$ cat config.mk
export PLATFORM = sky130hd
export DESIGN_NAME = sr_wp_ctrl
export DESIGN_NICKNAME = d
export VERILOG_FILES = /design/src/rtl/srwp_pkg.sv /design/src/rtl/srwp_range.sv /design/src/rtl/srwp_session.sv /design/src/rtl/srwp_regs.sv /design/src/rtl/sr_wp_ctrl.sv
export SDC_FILE = /design/constraint.sdc
export NUM_CORES = 1
export LEC_CHECK = 0
export BUFFER_PORTS_ARGS = -buffer_cell sky130_fd_sc_hd__buf_4
export CORE_UTILIZATION = 51
export DETAILED_ROUTE_END_ITERATION = 8
export GPL_TIMING_DRIVEN = 0
export PLACE_DENSITY = 0.79
export SYNTH_ARGS = -nofsm -noshare
export SYNTH_HDL_FRONTEND = slang
export SYNTH_SLANG_ARGS = --single-unit
$ cat constraint.sdc
create_clock -name clk -period 3.6 [get_ports clk]
set_clock_uncertainty 0.1 [all_clocks]
set_input_delay 0.54 -clock clk [delete_from_list [all_inputs] [get_ports clk]]
set_output_delay 0.54 -clock clk [all_outputs]
set_load 0.1 [all_outputs]
$ cat src/rtl/srwp_pkg.sv
// Package: shared command codes, status bit positions and protection
// encodings for the status register write-protection controller.
package srwp_pkg;

    typedef enum logic [1:0] {
        CMD_LATCH_SET = 2'd0,
        CMD_LATCH_CLR = 2'd1,
        CMD_SR_WRITE  = 2'd2,
        CMD_ARR_WRITE = 2'd3
    } srwp_cmd_e;

    typedef enum logic [1:0] {
        PROT_NONE    = 2'd0,
        PROT_QUARTER = 2'd1,
        PROT_HALF    = 2'd2,
        PROT_ALL     = 2'd3
    } srwp_prot_e;

    localparam int ST_PEN_BIT  = 7;
    localparam int ST_BP_HI    = 3;
    localparam int ST_BP_LO    = 2;
    localparam int ST_WEL_BIT  = 1;
    localparam int ST_BUSY_BIT = 0;

endpackage

$ cat src/rtl/srwp_range.sv
// Module: srwp_range
// Purely combinational check of whether an address falls inside the
// region protected by the block-protect field. The region is always
// taken from the top of the address space.
// Assumes ADDR_W >= 2 so that a quarter can be told apart.
module srwp_range
    import srwp_pkg::*;
#(
    parameter int ADDR_W = 14
) (
    input  logic [ADDR_W-1:0] addr,
    input  srwp_prot_e        prot,
    output logic              hit
);

    localparam int TOP = ADDR_W - 1;

    // Compare the upper address bits against the selected region.
    always_comb begin
        unique case (prot)
            PROT_NONE:    hit = 1'b0;
            PROT_QUARTER: hit = addr[TOP] & addr[TOP-1];
            PROT_HALF:    hit = addr[TOP];
            default:      hit = 1'b1;
        endcase
    end

endmodule

$ cat src/rtl/srwp_session.sv
// Module: srwp_session
// Tracks one status-write session from its command strobe to the rising
// edge of chip select. It counts the data bits (saturating one past a
// full byte), assembles them MSB first, and records any protect-pin
// drop while chip select is low. When chip select rises, it raises
// either a commit or a deny request for that cycle.
// Assumes wp_n and cs_n are already synchronous to clk.
module srwp_session #(
    parameter int DATA_W = 8
) (
    input  logic              clk,
    input  logic              rst_n,
    input  logic              cs_n,
    input  logic              start,
    input  logic              bit_stb,
    input  logic              bit_val,
    input  logic              pen,
    input  logic              wp_n,
    input  logic              wel,
    input  logic              busy,
    output logic              commit_req,
    output logic              deny_req,
    output logic [DATA_W-1:0] data
);

    localparam int             CW      = $clog2(DATA_W + 2);
    localparam logic [CW-1:0]  CNT_MAX = CW'(DATA_W + 1);
    localparam logic [CW-1:0]  CNT_ONE = CW'(DATA_W);

    logic              cs_q;
    logic              active;
    logic              aborted;
    logic [CW-1:0]     cnt;
    logic [DATA_W-1:0] shreg;
    logic              cs_rise;
    logic              pin_block;
    logic              verdict_ok;

    assign cs_rise    = cs_n & ~cs_q;
    assign pin_block  = pen & ~wp_n;
    assign verdict_ok = (cnt == CNT_ONE) & wel & ~busy & ~aborted & ~pin_block;
    assign commit_req = active & cs_rise & verdict_ok;
    assign deny_req   = active & cs_rise & ~verdict_ok;
    assign data       = shreg;

    // Remember the previous chip-select level for edge detection.
    always_ff @(posedge clk) begin
        if (!rst_n) cs_q <= 1'b1;
        else        cs_q <= cs_n;
    end

    // Session state: open on start, close on chip-select rise.
    always_ff @(posedge clk) begin
        if (!rst_n) begin
            active  <= 1'b0;
            aborted <= 1'b0;
            cnt     <= '0;
            shreg   <= '0;
        end else if (start) begin
            active  <= 1'b1;
            aborted <= pin_block;
            cnt     <= '0;
            shreg   <= '0;
        end else if (active) begin
            if (cs_rise) begin
                active <= 1'b0;
            end else if (!cs_n) begin
                if (pin_block) aborted <= 1'b1;
                if (bit_stb && cnt != CNT_MAX) begin
                    cnt   <= cnt + 1'b1;
                    shreg <= {shreg[DATA_W-2:0], bit_val};
                end
            end
        end
    end

endmodule

$ cat src/rtl/srwp_regs.sv
// Module: srwp_regs
// Holds the stored protection bits and the write-enable latch. The
// stored bits change only on a commit. The latch is set by its command,
// and cleared by its clear command, by any deny, or by the fall of the
// busy line. A set in the same cycle as a clear wins.
module srwp_regs
    import srwp_pkg::*;
#(
    parameter int DATA_W = 8
) (
    input  logic              clk,
    input  logic              rst_n,
    input  logic              commit,
    input  logic [DATA_W-1:0] wdata,
    input  logic              wel_set,
    input  logic              wel_clr,
    input  logic              busy,
    output logic              pen,
    output srwp_prot_e        prot,
    output logic              wel
);

    logic busy_q;
    logic busy_fall;

    assign busy_fall = busy_q & ~busy;

    // Delay the busy line by one cycle to find its falling edge.
    always_ff @(posedge clk) begin
        if (!rst_n) busy_q <= 1'b0;
        else        busy_q <= busy;
    end

    // Store protect-enable and block-protect bits on commit.
    always_ff @(posedge clk) begin
        if (!rst_n) begin
            pen  <= 1'b0;
            prot <= PROT_NONE;
        end else if (commit) begin
            pen  <= wdata[ST_PEN_BIT];
            prot <= srwp_prot_e'(wdata[ST_BP_HI:ST_BP_LO]);
        end
    end

    // Write-enable latch with set priority.
    always_ff @(posedge clk) begin
        if (!rst_n)                      wel <= 1'b0;
        else if (wel_set)                wel <= 1'b1;
        else if (wel_clr || busy_fall)   wel <= 1'b0;
    end

endmodule

$ cat src/rtl/sr_wp_ctrl.sv
// Module: sr_wp_ctrl (top)
// Status register write-protection controller. It decodes the command
// strobes, rules on array writes against the protected region, passes
// status-write sessions to srwp_session, and registers every verdict
// as a one-cycle pulse.
// Assumes the front-end issues commands only while cs_n is low, and at
// most one command per cycle.
module sr_wp_ctrl
    import srwp_pkg::*;
#(
    parameter int ADDR_W = 14
) (
    input  logic              clk,
    input  logic              rst_n,
    input  logic              cs_n,
    input  logic              cmd_stb,
    input  logic [1:0]        cmd_code,
    input  logic [ADDR_W-1:0] addr,
    input  logic              bit_stb,
    input  logic              bit_val,
    input  logic              wp_n,
    input  logic              busy_in,
    output logic [7:0]        status_o,
    output logic              sr_wr_go,
    output logic              sr_wr_deny,
    output logic              arr_wr_go,
    output logic              arr_wr_deny
);

    localparam int DATA_W = 8;

    srwp_cmd_e         cmd;
    logic              pen;
    srwp_prot_e        prot;
    logic              wel;
    logic              prot_hit;
    logic              sr_commit;
    logic              sr_deny;
    logic [DATA_W-1:0] sr_data;
    logic              latch_set;
    logic              latch_clr_cmd;
    logic              sr_start;
    logic              arr_req;
    logic              arr_ok;
    logic              wel_clr;

    assign cmd = srwp_cmd_e'(cmd_code);

    // Decode command strobes and the array-write verdict.
    always_comb begin
        latch_set     = cmd_stb & (cmd == CMD_LATCH_SET) & ~busy_in;
        latch_clr_cmd = cmd_stb & (cmd == CMD_LATCH_CLR) & ~busy_in;
        sr_start      = cmd_stb & (cmd == CMD_SR_WRITE);
        arr_req       = cmd_stb & (cmd == CMD_ARR_WRITE);
        arr_ok        = wel & ~busy_in & ~prot_hit;
        wel_clr       = latch_clr_cmd | sr_deny | (arr_req & ~arr_ok);
    end

    srwp_range #(.ADDR_W(ADDR_W)) u_range (
        .addr (addr),
        .prot (prot),
        .hit  (prot_hit)
    );

    srwp_session #(.DATA_W(DATA_W)) u_session (
        .clk        (clk),
        .rst_n      (rst_n),
        .cs_n       (cs_n),
        .start      (sr_start),
        .bit_stb    (bit_stb),
        .bit_val    (bit_val),
        .pen        (pen),
        .wp_n       (wp_n),
        .wel        (wel),
        .busy       (busy_in),
        .commit_req (sr_commit),
        .deny_req   (sr_deny),
        .data       (sr_data)
    );

    srwp_regs #(.DATA_W(DATA_W)) u_regs (
        .clk     (clk),
        .rst_n   (rst_n),
        .commit  (sr_commit),
        .wdata   (sr_data),
        .wel_set (latch_set),
        .wel_clr (wel_clr),
        .busy    (busy_in),
        .pen     (pen),
        .prot    (prot),
        .wel     (wel)
    );

    // Register the verdict pulses.
    always_ff @(posedge clk) begin
        if (!rst_n) begin
            sr_wr_go    <= 1'b0;
            sr_wr_deny  <= 1'b0;
            arr_wr_go   <= 1'b0;
            arr_wr_deny <= 1'b0;
        end else begin
            sr_wr_go    <= sr_commit;
            sr_wr_deny  <= sr_deny;
            arr_wr_go   <= arr_req & arr_ok;
            arr_wr_deny <= arr_req & ~arr_ok;
        end
    end

    // Assemble the readback byte.
    always_comb begin
        status_o                      = '0;
        status_o[ST_PEN_BIT]          = pen;
        status_o[ST_BP_HI:ST_BP_LO]   = prot;
        status_o[ST_WEL_BIT]          = wel;
        status_o[ST_BUSY_BIT]         = busy_in;
    end

endmodule

==> run_summary.xml <==
<?xml version="1.0" encoding="UTF-8"?>
<metrics>
  <group name="clocking">
    <metric name="post_cts_clock_slew_at_the_launch_and_capture_registers_of_the_worst_setup_and_hold_paths" unit="ps">120</metric>
    <metric name="ctsLongestPathBuffers" unit="">2</metric>
    <metric name="post_cts_resized" unit="">0</metric>
    <metric name="post-cts-setup-buffer-count" unit="">0</metric>
    <metric name="tritoncts_num_sinks" unit="">24</metric>
    <metric name="cts.hold.buffers_added" unit="">0</metric>
    <metric name="clockRootBuffer" unit="">clkbuf_4</metric>
    <metric name="tritoncts.num_buffers" unit="">3</metric>
    <metric name="clock_tree_from_tritoncts" unit="">built</metric>
    <metric name="worst_skew_pair.late_latency" unit="ps">320</metric>
    <metric name="cts_max_level" unit="">1</metric>
  </group>
  <group name="floorplan">
    <metric name="initial_core_util" unit="">0.5646</metric>
    <metric name="placement_rows" unit="">15</metric>
    <metric name="coreArea" unit="mm²">0.001802</metric>
    <metric name="die_w" unit="µm">46.66</metric>
    <metric name="die-height" unit="µm">46.66</metric>
    <metric name="floorplan.die_area" unit="mm²">0.002177</metric>
    <metric name="io_pins" unit="">36</metric>
  </group>
  <group name="layout">
    <metric name="final_net_count" unit="">162</metric>
    <metric name="layout.cells.most_common_list" unit="">26 x buf_4, 24 x dfxtp_1, 17 x nor2_1</metric>
    <metric name="max_reg_flops" unit="">8</metric>
    <metric name="diodes" unit="">0</metric>
    <metric name="stdcell_area" unit="mm²">0.001259</metric>
    <metric name="sequential_cell_area" unit="µm²">480.5</metric>
    <metric name="areaGrowthSynthToFinish" unit="%">23.74</metric>
    <metric name="mostFrequentLayoutCell" unit="">buf_4</metric>
    <metric name="area_used_by_multi_input_combinational_logic" unit="µm²">455.4</metric>
    <metric name="fillerInstances" unit="">140</metric>
    <metric name="layout-drive-gt1-share" unit="">0.2388</metric>
  </group>
  <group name="synthesis">
    <metric name="netlist_top_cells_area" unit="">dfxtp_1 47%, mux2i_1 12%, nor2_1 6.3%</metric>
    <metric name="synthSimpleGateAreaFrac" unit="">0.1845</metric>
    <metric name="ys.flop_type" unit="">dfxtp_1</metric>
    <metric name="yosys.area_share.adder" unit="">0.03690</metric>
    <metric name="synth.top_cell.area_share" unit="">0.4723</metric>
    <metric name="async_flop_share" unit="">0</metric>
    <metric name="dominant_combinational_cell_family_by_area_after_synthesis" unit="">simple AND/OR/NAND/NOR gates</metric>
    <metric name="compound_cell_area_share_of_the_yosys_netlist" unit="">0.07134</metric>
    <metric name="synth-seq-cells" unit="">24</metric>
    <metric name="synth-warning-count" unit="">0</metric>
    <metric name="synth_area_leader_cell" unit="">dfxtp_1</metric>
    <metric name="synth_seq_area_share" unit="">0.4723</metric>
    <metric name="postSynthCellCount" unit="">108</metric>
    <metric name="synth_edf_count" unit="">0</metric>
    <metric name="synth.cell_area" unit="mm²">0.001017</metric>
    <metric name="post_synth.cell_area_avg" unit="µm²">9.419</metric>
    <metric name="distinct_cell_type_count_of_the_synthesized_netlist" unit="">29</metric>
    <metric name="synth_xor_area_frac" unit="">0.02583</metric>
    <metric name="yosys-mux-area-fraction" unit="">0.1181</metric>
  </group>
  <group name="global_routing">
    <metric name="first_global_vias" unit="">705</metric>
    <metric name="total_global_routing_track_utilization" unit="">0.1987</metric>
    <metric name="grt_first_pass_wirelength" unit="µm">2918</metric>
    <metric name="grt_start_max_net_pins" unit="">15</metric>
    <metric name="antenna_violations_before_repair" unit="">0</metric>
    <metric name="global_route.overflow_total" unit="">0</metric>
  </group>
  <group name="routing">
    <metric name="via_per_inst" unit="">4.969</metric>
    <metric name="post-route-drc-count" unit="">0</metric>
    <metric name="drtAntennaViolNets" unit="">0</metric>
    <metric name="via_count" unit="">790</metric>
    <metric name="detailedRoute.firstIterationViolations" unit="">22</metric>
    <metric name="topRoutingLayerUsed" unit="">met4</metric>
    <metric name="totalWireLength" unit="µm">1911</metric>
    <metric name="drt_first_pass_iters" unit="">4</metric>
    <metric name="routed_wire_length_per_instance" unit="µm">12.02</metric>
    <metric name="met2_wirelength" unit="µm">978</metric>
    <metric name="detail_route.wirelength.met1" unit="µm">828</metric>
    <metric name="met3WireLength" unit="µm">90</metric>
  </group>
  <group name="timing">
    <metric name="setup_slack" unit="ps">1818</metric>
    <metric name="fmax" unit="MHz">561.0</metric>
    <metric name="post-route-period-util" unit="">0.4951</metric>
    <metric name="timing.final.hold_violations" unit="">0</metric>
    <metric name="finalMaxSlewViolations" unit="">0</metric>
    <metric name="final-setup-viol-count" unit="">0</metric>
    <metric name="post_route_minimum_period" unit="ps">1782</metric>
    <metric name="rsz0062_at_grt" unit="">no</metric>
    <metric name="fin_tns_setup" unit="ps">0</metric>
  </group>
  <group name="critical_path">
    <metric name="category_of_the_most_critical_setup_path" unit="">reg -&gt; reg</metric>
    <metric name="cp_num_buf_inv" unit="">2</metric>
    <metric name="critical_path.max_stage_delay" unit="ps">480</metric>
    <metric name="worst_setup_path_end_kind" unit="">flip-flop</metric>
    <metric name="crit_reg_reg_endpoint" unit="">u_regs.pen$_SDFFE_PN0P_</metric>
    <metric name="crit_path_start_kind" unit="">flip-flop</metric>
    <metric name="arrival_worst_endpoint" unit="ps">1900</metric>
    <metric name="crit_path_top_delay_cell" unit="">or4_1</metric>
    <metric name="worst_path_dominant_cell_family" unit="">simple AND/OR/NAND/NOR gates</metric>
    <metric name="required" unit="ps">3710</metric>
    <metric name="crit_path_cells" unit="">inv_1, ha_1, nand4bb_1, or4_1, buf_2, mux2i_1, nor2_1</metric>
    <metric name="crit_path_max_fanout" unit="">4</metric>
    <metric name="regToRegStartpoint" unit="">u_session.cnt[0]$_SDFFE_PP0P_</metric>
    <metric name="ff2ff_path_depth" unit="">7</metric>
    <metric name="rrSetupSlack" unit="ps">1820</metric>
  </group>
  <group name="power_and_ir_drop">
    <metric name="max-vdd-ir-drop" unit="mV">0.3152</metric>
    <metric name="power.static_leakage" unit="µW">0.0005460</metric>
    <metric name="power.density" unit="mW/mm²">411.1</metric>
  </group>
  <group name="worst_hold_path">
    <metric name="whs_endpoint" unit="">u_session.cs_q$_SDFF_PN1_</metric>
    <metric name="timing.hold.worst_path_depth" unit="">2</metric>
    <metric name="hold_path_startpoint" unit="">rst_n</metric>
    <metric name="min_path_type" unit="">in -&gt; reg</metric>
  </group>
  <group name="job">
    <metric name="drv_cap" unit="">0</metric>
  </group>
  <group name="place">
    <metric name="place_worst_setup_slack" unit="ps">1647</metric>
    <metric name="post_dp_cell_area" unit="mm²">0.001206</metric>
    <metric name="port_buffers" unit="">20</metric>
    <metric name="hpwlAfterDp" unit="µm">1375</metric>
    <metric name="place.gp.congestion" unit="">0.8284</metric>
  </group>
  <group name="run_status">
    <metric name="outcome" unit="">finished, final reports clean</metric>
  </group>
</metrics>
## cell usage after synthesis (all sizes together), types with 2 or more instances
cell,n
a21oi,4
nor2,17
inv,8
nand2,5
nor2b,3
nand3b,3
o21ai,2
nor3,2
xnor2,3
dfxtp,24
buf,8
mux2i,12
ha,3
## how the worst max path moves through the flow
stage	start	to	slack [ps]	cells after the start
floorplan	busy_in	u_regs.prot[0]$_SDFFE_PN0P_	1860	5
global placement	busy_in	u_regs.prot[1]$_SDFFE_PN0P_	1660	6
detailed placement	busy_in	u_regs.pen$_SDFFE_PN0P_	1650	6
CTS	u_session.cnt[1]$_SDFFE_PP0P_	u_regs.pen$_SDFFE_PN0P_	1810	7
global route	u_session.cnt[0]$_SDFFE_PP0P_	u_regs.prot[1]$_SDFFE_PN0P_	1720	7
finish	u_session.cnt[0]$_SDFFE_PP0P_	u_regs.pen$_SDFFE_PN0P_	1820	7
## final cells by class
type	instances	area share
clock buffer	3	0.01789
clock inverter	1	0.02386
timing repair buffer	20	0.1193
buffer	9	0.04672
inverter	8	0.02386
tap	25	0.02485
sequential	24	0.3817
multi-input combinational	69	0.3618
## power by group
part	switching, µW	internal (µW)
logic	37.0	17.7
registers	1.65	268
clock network	80.2	113
## per-layer routing
layer,vias to the layer above,GRT usage
met5,-,0
met4,0,0.08571
met3,2,0.05882
met2,22,0.3639
met1,360,0.2057
li1,406,-
## metrics by stage
step           utilization  hold slack (ps)  power [µW]  instances
2_1_floorplan            -            332.0       313.4        110
3_3_place_gp        0.6694            341.7       329.0        155
3_5_place_dp        0.6694            353.5       330.0        155
4_1_cts             0.6986            316.1       521.8        159
5_1_grt             0.6986            287.6       538.8        159
6_report            0.6986            323.1       517.4        159
## kinds of logic after synthesis
logic type / after synthesis
flip-flops: 24
other: 1
AO/OA/AOI/OAI: 11
adder cells (fa/ha/maj): 3
AND/OR/NAND/NOR: 37
buffers and inverters: 17
multiplexers: 12
XOR/XNOR: 3
No activity file was read; power rests on OpenSTA's default activity.
